--- src/rtl/pgw_pkg.sv ---
`timescale 1ns/1ps
package pgw_pkg;

    // One decoded command per clock, highest priority first in the decode.
    typedef enum logic [2:0] {
        CMD_NONE,
        CMD_ABORT,
        CMD_STOP,
        CMD_LOAD,
        CMD_BYTE
    } pgw_cmd_e;

endpackage

--- src/rtl/pgw_page_buf.sv ---
`timescale 1ns/1ps
module pgw_page_buf #(
    parameter int COL_W  = 7,
    parameter int DATA_W = 8
) (
    input  logic              clk,
    input  logic              rst_n,
    input  logic              wr_en,
    input  logic [COL_W-1:0]  wr_col,
    input  logic [DATA_W-1:0] wr_data,
    input  logic              clr_all,
    input  logic              clr_en,
    input  logic [COL_W-1:0]  clr_col,
    input  logic [COL_W-1:0]  rd_col,
    output logic [DATA_W-1:0] rd_data,
    output logic              rd_valid,
    output logic              any_valid
);
    localparam int PAGE = 1 << COL_W;

    logic [PAGE-1:0]   vld_all;
    logic [DATA_W-1:0] dat_all [PAGE];

    // One latch slot per column: data plus a loaded flag.
    for (genvar c = 0; c < PAGE; c++) begin : g_col
        typedef struct packed {
            logic              vld;
            logic [DATA_W-1:0] dat;
        } slot_t;

        slot_t slot_d, slot_q;

        always_comb begin
            slot_d = slot_q;
            if (clr_all || (clr_en && clr_col == COL_W'(c))) begin
                slot_d.vld = 1'b0;
            end
            if (wr_en && wr_col == COL_W'(c)) begin
                slot_d.vld = 1'b1;
                slot_d.dat = wr_data;
            end
        end

        always_ff @(posedge clk) begin
            if (!rst_n) begin
                slot_q <= '{vld: 1'b0, dat: {DATA_W{1'b1}}};
            end else begin
                slot_q <= slot_d;
            end
        end

        assign vld_all[c] = slot_q.vld;
        assign dat_all[c] = slot_q.dat;
    end

    assign rd_data   = dat_all[rd_col];
    assign rd_valid  = vld_all[rd_col];
    assign any_valid = |vld_all;

endmodule

--- src/rtl/pgw_wtimer.sv ---
`timescale 1ns/1ps
module pgw_wtimer #(
    parameter int CYC = 200
) (
    input  logic clk,
    input  logic rst_n,
    input  logic start,
    output logic busy
);
    localparam int CW = $clog2(CYC + 1);

    typedef struct packed {
        logic          busy;
        logic [CW-1:0] cnt;
    } tmr_t;

    tmr_t tmr_d, tmr_q;

    always_comb begin
        tmr_d = tmr_q;
        if (tmr_q.busy) begin
            if (tmr_q.cnt == '0) begin
                tmr_d.busy = 1'b0;
            end else begin
                tmr_d.cnt = tmr_q.cnt - CW'(1);
            end
        end else if (start) begin
            tmr_d.busy = 1'b1;
            tmr_d.cnt  = CW'(CYC - 1);
        end
    end

    always_ff @(posedge clk) begin
        if (!rst_n) begin
            tmr_q <= '0;
        end else begin
            tmr_q <= tmr_d;
        end
    end

    assign busy = tmr_q.busy;

endmodule

--- src/rtl/pgw_ctrl.sv ---
`timescale 1ns/1ps
module pgw_ctrl #(
    parameter int ADDR_W       = 16,
    parameter int COL_W        = 7,
    parameter int DATA_W       = 8,
    parameter int WRITE_CYCLES = 200
) (
    input  logic              clk,
    input  logic              rst_n,
    input  logic              addr_load,
    input  logic [ADDR_W-1:0] addr_in,
    input  logic              byte_stb,
    input  logic [DATA_W-1:0] byte_in,
    input  logic              wr_inhibit,
    input  logic              stop_stb,
    input  logic              stop_at_ack,
    input  logic              abort,
    output logic              busy,
    output logic              mem_we,
    output logic [ADDR_W-1:0] mem_addr,
    output logic [DATA_W-1:0] mem_wdata
);
    import pgw_pkg::*;

    localparam int ROW_W = ADDR_W - COL_W;
    localparam int PAGE  = 1 << COL_W;

    typedef struct packed {
        logic [ROW_W-1:0] row;
        logic [COL_W-1:0] col;
        logic             blocked;
        logic [COL_W-1:0] scan;
        logic             scan_done;
    } ctl_t;

    ctl_t ctl_d, ctl_q;

    pgw_cmd_e         cmd;
    logic             tmr_start;
    logic             buf_we;
    logic             buf_clr_all;
    logic             buf_clr_en;
    logic [DATA_W-1:0] buf_rd_data;
    logic             buf_rd_valid;
    logic             buf_any;

    // Strobe priority: abort, stop, address load, data byte.
    always_comb begin
        if (abort)          cmd = CMD_ABORT;
        else if (stop_stb)  cmd = CMD_STOP;
        else if (addr_load) cmd = CMD_LOAD;
        else if (byte_stb)  cmd = CMD_BYTE;
        else                cmd = CMD_NONE;
    end

    always_comb begin
        ctl_d       = ctl_q;
        tmr_start   = 1'b0;
        buf_we      = 1'b0;
        buf_clr_all = 1'b0;
        buf_clr_en  = 1'b0;
        if (!busy) begin
            unique case (cmd)
                CMD_ABORT: begin
                    buf_clr_all   = 1'b1;
                    ctl_d.blocked = 1'b0;
                end
                CMD_STOP: begin
                    if (stop_at_ack && buf_any && !ctl_q.blocked) begin
                        tmr_start       = 1'b1;
                        ctl_d.scan      = '0;
                        ctl_d.scan_done = 1'b0;
                    end else begin
                        buf_clr_all = 1'b1;
                    end
                    ctl_d.blocked = 1'b0;
                end
                CMD_LOAD: begin
                    ctl_d.row     = addr_in[ADDR_W-1:COL_W];
                    ctl_d.col     = addr_in[COL_W-1:0];
                    ctl_d.blocked = 1'b0;
                    buf_clr_all   = 1'b1;
                end
                CMD_BYTE: begin
                    if (wr_inhibit) begin
                        ctl_d.blocked = 1'b1;
                    end else begin
                        buf_we = 1'b1;
                    end
                    ctl_d.col = ctl_q.col + COL_W'(1);
                end
                default: ;
            endcase
        end else if (!ctl_q.scan_done) begin
            buf_clr_en = 1'b1;
            if (ctl_q.scan == COL_W'(PAGE - 1)) begin
                ctl_d.scan_done = 1'b1;
            end else begin
                ctl_d.scan = ctl_q.scan + COL_W'(1);
            end
        end
    end

    always_ff @(posedge clk) begin
        if (!rst_n) begin
            ctl_q <= '{row: '0, col: '0, blocked: 1'b0, scan: '0, scan_done: 1'b1};
        end else begin
            ctl_q <= ctl_d;
        end
    end

    pgw_page_buf #(
        .COL_W  (COL_W),
        .DATA_W (DATA_W)
    ) u_buf (
        .clk       (clk),
        .rst_n     (rst_n),
        .wr_en     (buf_we),
        .wr_col    (ctl_q.col),
        .wr_data   (byte_in),
        .clr_all   (buf_clr_all),
        .clr_en    (buf_clr_en),
        .clr_col   (ctl_q.scan),
        .rd_col    (ctl_q.scan),
        .rd_data   (buf_rd_data),
        .rd_valid  (buf_rd_valid),
        .any_valid (buf_any)
    );

    pgw_wtimer #(
        .CYC (WRITE_CYCLES)
    ) u_tmr (
        .clk   (clk),
        .rst_n (rst_n),
        .start (tmr_start),
        .busy  (busy)
    );

    assign mem_we    = busy && !ctl_q.scan_done && buf_rd_valid;
    assign mem_addr  = {ctl_q.row, ctl_q.scan};
    assign mem_wdata = buf_rd_data;

endmodule

--- config.mk ---
export PLATFORM = sky130hd
export DESIGN_NAME = pgw_ctrl
export DESIGN_NICKNAME = d
export VERILOG_FILES = /design/src/rtl/pgw_pkg.sv /design/src/rtl/pgw_page_buf.sv /design/src/rtl/pgw_wtimer.sv /design/src/rtl/pgw_ctrl.sv
export SDC_FILE = /design/constraint.sdc
export NUM_CORES = 2
export LEC_CHECK = 0
export BUFFER_PORTS_ARGS = -buffer_cell sky130_fd_sc_hd__buf_4
export CORE_ASPECT_RATIO = 1.25
export CORE_UTILIZATION = 30
export CTS_CLUSTER_DIAMETER = 200
export CTS_CLUSTER_SIZE = 25
export DETAILED_ROUTE_END_ITERATION = 16
export GPL_TIMING_DRIVEN = 1
export HOLD_SLACK_MARGIN = 0.02
export MAX_ROUTING_LAYER = met4
export PLACE_DENSITY = 0.55
export SYNTH_ARGS = -nofsm -noshare
export SYNTH_HDL_FRONTEND = slang
export SYNTH_HIERARCHICAL = 1
export SYNTH_SLANG_ARGS = --single-unit
--- constraint.sdc ---
create_clock -name clk -period 5.9 [get_ports clk]
set_clock_uncertainty 0.1 [all_clocks]
set_input_delay 1.18 -clock clk [delete_from_list [all_inputs] [get_ports clk]]
set_output_delay 1.18 -clock clk [all_outputs]
set_load 0.02 [all_outputs]
== Word level (Yosys, flattened, before mapping) ==
Cells that the tools add are included.
Operators by class
  bitwise gates (word level): 2
  magnitude comparators: 2
  mux-type cells: 289
  equal/unequal tests: 262
  reductions and logical operators: 535
  add/subtract/negate cells: 3
Operators by type and width (count)
  $mux W9: 130
  $eq A7 B7 Y1 const B: 128
  $eq A7 B6 Y1 const B: 64
  $reduce_bool A2 Y1: 133
  $logic_and A1 B1 Y1: 260
  $eq A7 B5 Y1 const B: 32
  $mux W1: 142
  $logic_or A1 B1 Y1: 128
  $reduce_or A128 Y1: 1
  $eq A7 B4 Y1 const B: 16
  $bmux W8 S7: 1
  $eq A7 B3 Y1 const B: 8
  $mux W8: 7
  $eq A7 B2 Y1 const B: 4
  $add A7 B1 Y7 const B: 2
  $eq A7 B1 Y1 const B: 2
  $logic_not A7 Y1: 2
  $pmux W7 S2: 1
  $mux W3: 4
  $ge A8 B8 Y1 const B: 1
  $logic_not A8 Y1: 1
  $lt A7 B8 Y1 const B: 1
  $ne A2 B2 Y1 const B: 4
  $not A7 Y8: 1
  14 further kinds: 20
Word-level totals
  register bits: 1186

== Logic depth before layout (Yosys ltp) ==
  depth in word-level cells: 11
  gate-level depth with buffers: 12

== Cells and area by module ==
The synthesis kept the hierarchy.
Modules (own cells, without submodules)
  pgw_page_buf: area each 50633.6 µm², cells an instance 5812, times used 1
  pgw_ctrl: area each 1305.0 µm², cells an instance 168, times used 1
  pgw_wtimer: area each 508.0 µm², cells an instance 50, times used 1

== Least setup slack after synthesis ==
Ideal clock, no wire load.
  kind: register to output
  from: reg ctl_q, in the netlist mem_addr[2]
  to: out mem_we
  data arrival time: 3.137 ns
  stages on the path, launching flop included: 9
  buffers on the path: 3
  path slack: 1.483 ns
  path through: dfxtp_1 -> buf_2 -> clkbuf_1 -> clkbuf_1 -> mux4_2 -> mux4_2 -> mux4_2 -> mux2_2 -> and2_1
Between the ends
  cells in the longest elaborated chain, start to end: 3
RTL lines
  start: declaration: line pgw_ctrl.sv:36  | ctl_t ctl_d, ctl_q;
  start signal: assignment: line pgw_ctrl.sv:106  | ctl_q <= '{row: '0, col: '0, blocked: 1'b0, scan: '0, scan_done: 1'b1};
  start signal: assignment: line pgw_ctrl.sv:108  | ctl_q <= ctl_d;
  $bmux W1 S7: line pgw_page_buf.sv:57  | assign rd_valid = vld_all[rd_col];
  $mux W1 (implied by the code): line pgw_page_buf.sv:57
  via buf_rd_valid: line pgw_ctrl.sv:44  | logic buf_rd_valid;
  $logic_and A1 B1 Y1: line pgw_ctrl.sv:139  | assign mem_we = busy && !ctl_q.scan_done && buf_rd_valid;
  end: declaration: line pgw_ctrl.sv:19  | output logic mem_we,
The timed path passes the listed nets, and every way through them passes these cells. The select of a mux whose other input is x is not followed.

== Worst setup path after layout ==
  from: reg ctl_q, in the netlist mem_addr[0]
  to: out mem_wdata[1]
Between the ends
  cells in the longest elaborated chain, start to end: 4
RTL lines
  $not A7 Y8 (implied by the code): line pgw_page_buf.sv:56  | assign rd_data = dat_all[rd_col];
  $bmux W8 S7: line pgw_page_buf.sv:56
  $mux W8 (implied by the code) (2 in series): line pgw_page_buf.sv:56
  end: declaration: line pgw_ctrl.sv:21  | output logic [DATA_W-1:0] mem_wdata
No other way between the ends. The select of a mux whose other input is x is not followed.

==> flow_summary.json <==
{
  "gp_congestion": 0.924,
  "fmax_mhz": 176,
  "tns_ns": 0,
  "grt_max_degree": 189,
  "netlist_instances": 6030,
  "rsz0062_at_grt": "no",
  "die_x_um": 376,
  "yosys-top-cells-area": "dfxtp_1, mux4_2, nand2_1, nand3_1, clkbuf_1",
  "end_kind": "primary output",
  "die_area_um2": 177000,
  "crit_start": "mem_addr[0]$_SDFFE_PN0P_",
  "period_share_pct": 96.3,
  "setup_viol": 0,
  "crit_path_frequent_cell": "mux4_2",
  "clk_latency_ns": 0.70,
  "drv_slew": 0,
  "start_kind": "flop",
  "drc": 0,
  "crit_type": "flop to primary output",
  "hold_path.class": "flop to flop",
  "nFillCells": 17900,
  "rows": 171,
  "cp_max_fo": 50,
  "syn_nets": 6066,
  "critPathArrivalTime_ns": 4.40,
  "ys_ff_latch": 1186,
  "htreeDepth": 2,
  "peakVddDrop_uv": 221,
  "post_cts_resized": 0,
  "rr_startpoint": "u_buf/g_col[87].slot_q[8]$_SDFFE_PN0P_",
  "cts_hold_buffers": 0,
  "synth.largest_area_cell": "dfxtp_1",
  "synth.distinct_cells": 58,
  "die_h_um": 469,
  "first_pass_iters": 8,
  "initialDrtViolationCount": 4763,
  "synth_seq_area_share_pct": 45.3,
  "hold_viol": 0,
  "ioPinCount": 58,
  "power-per-cell-area_nw_per_um2": 223,
  "holdCritStartpoint": "mem_addr[11]$_SDFFE_PN0P_",
  "vias_per_cell": 5.44,
  "outcome": "completed",
  "fin_nets": 5945,
  "ys.flop_type": "dfxtp_1",
  "tightest_slew_ns": 1.30,
  "fin_crit_ns": 5.68,
  "clk_pin_slew_ns": 0.11,
  "start_util_pct": 30.2,
  "synth_edf_count": 0,
  "post_synth_instance_area_um2": 52400,
  "whs_ns": 0.363,
  "slowest_delay_ns": 0.94,
  "cts-root-buf": "clkbuf_16",
  "crit_chain": "buf_12, mux4_2, mux4_2, mux4_2, mux2_2, buf_4",
  "final_util_pct": 33.0,
  "ys_warn_count": 6,
  "p_leak_nw": 22.9,
  "numCtsBuffers": 53,
  "crit_path_top_delay_cell": "dfxtp_4",
  "async_flop_share_pct": 0,
  "core_region_area_um2": 174000,
  "syn_avg_cell_area_um2": 8.70,
  "drive_above_1_share_pct": 13.0,
  "vias": 44900,
  "antenna_found_initial": 7,
  "crit_required_ns": 4.62,
  "grt_pass1_vias": 43100,
  "dp_hpwl_mm": 128,
  "clock_sinks": 1186,
  "port_buffers": 57,
  "clock_path_buffers": 3,
  "wl_per_cell_um": 23.0,
  "cts_setup_buffers": 0,
  "syn_to_final_growth_pct": 9.41,
  "synth_top_area_share_pct": 45.3,
  "grt_use_total_pct": 21.5,
  "cap_violations": 0,
  "maxSlewHeadroom_pct": 12.7,
  "wl_mm": 190,
  "cts_tree": "done",
  "gr-total-overflow": 0,
  "grt_pass1_wl_mm": 283,
  "postRouteAntennaNets": 0
}
==> cells by family after synthesis <==
kind of cell             Yosys count  synth area share, %
AO/OA/AOI/OAI                    311                 3.73
XOR/XNOR                           4               0.0668
adder cells (fa/ha/maj)            4               0.0954
buffers and inverters            480                 3.70
flip-flops                      1186                 45.3
multiplexers                     388                 16.4
AND/OR/NAND/NOR                 3657                 30.7
==> layout make-up <==
| type | instances | area [um^2] | share of cell area, % |
|---|---|---|---|
| Clock inverter | 1 | 16.3 | 0.0283 |
| Tap cell | 2335 | 2920 | 5.09 |
| Sequential cell | 1186 | 23800 | 41.4 |
| Clock buffer | 55 | 1330 | 2.32 |
| Inverter | 13 | 48.8 | 0.0850 |
| Antenna cell | 3 | 7.51 | 0.0131 |
| Multi-Input combinational cell | 4364 | 26800 | 46.8 |
| Timing Repair Buffer | 291 | 2450 | 4.27 |
==> metrics by stage <==
stage | instance area (um^2) | power, mW | worst slack (ns) | instances
3_5_place_dp | 56000 | 8.72 | 0.990 | 8189
3_3_place_gp | 56000 | 8.72 | 0.989 | 8189
4_1_cts | 57400 | 12.9 | 0.219 | 8245
2_1_floorplan | 52400 | 8.51 | 1.48 | 6030
6_report | 57400 | 12.8 | 0.220 | 8248
5_1_grt | 57400 | 13.2 | 0.145 | 8248
==> synthesized netlist by cell type, types with 3 or more instances <==
cell      instances
buf_4            29
nand2b_1        129
o21ai_0           8
nor3_1          140
nor3b_1           8
nand3_1        1158
and2_1            7
o22ai_1           4
dfxtp_1        1186
nor4_1           37
and3_1            5
clkbuf_1        404
nand3b_1          7
nand4_1          12
nor3_2            4
buf_2            14
o21a_1          129
or3_1             3
inv_1            13
a31oi_1           5
a311oi_1          5
nor2_1           25
xor2_1            3
a21boi_1          3
a21oi_1         145
and3b_1           8
ha_1              4
nand2_1        2090
buf_1            18
or3b_1            4
mux2_2            9
mux4_2          378
nor2b_1           5
==> registers in the layout, indices dropped and copies added, names as in the netlist <==
name                cells
ctl_q                   9
mem_addr               16
u_buf/dat_all        1024
u_buf/g_col.slot_q    128
u_tmr/busy              1
u_tmr/tmr_q             8
==> worst max-delay path: cells and delay by family (launching register included) <==
| kind | cells | cell delay [ns] |
|---|---|---|
| muxes | 4 | 2.05 |
| DFF | 1 | 0.94 |
| buffers and inverters | 2 | 0.60 |
==> layout by cell type (no fill, tap or decap), types with 53 or more instances in the layout <==
master,synthesis,routed
dfxtp_1,1186,1181
o21a_1,129,129
a21oi_1,145,144
nor3_1,140,139
nand2_1,2090,2090
nand3_1,1158,1157
clkbuf_16,0,53
buf_4,29,268
nand2b_1,129,127
mux4_2,378,378
==> where the power goes <==
group / internal (mW) / switching, mW
clock: 1.62 / 2.65
sequential: 8.01 / 0.0107
combinational: 0.101 / 0.425
total: 9.73 / 3.09
==> path summary, 6_finish.rpt <==
check,endpoint,slack [ns],cells past startpoint
hold / removal,mem_addr[11]$_SDFFE_PN0P_,0.36,2
setup / recovery,mem_wdata[1],0.22,6
setup reg to reg,u_buf/g_col[67].slot_q[8]$_SDFFE_PN0P_,1.66,11
hold reg to reg,mem_addr[11]$_SDFFE_PN0P_,0.36,2
==> metal layers <==
layer	up-vias	share of wire (%)	track usage [%]
met5	-	0	-
met4	0	6.6	12.3
met3	477	5.8	1.92
met2	1891	49	35.9
met1	22000	38	25.2
li1	20500	-	-
(Power assumes the default switching activity.)
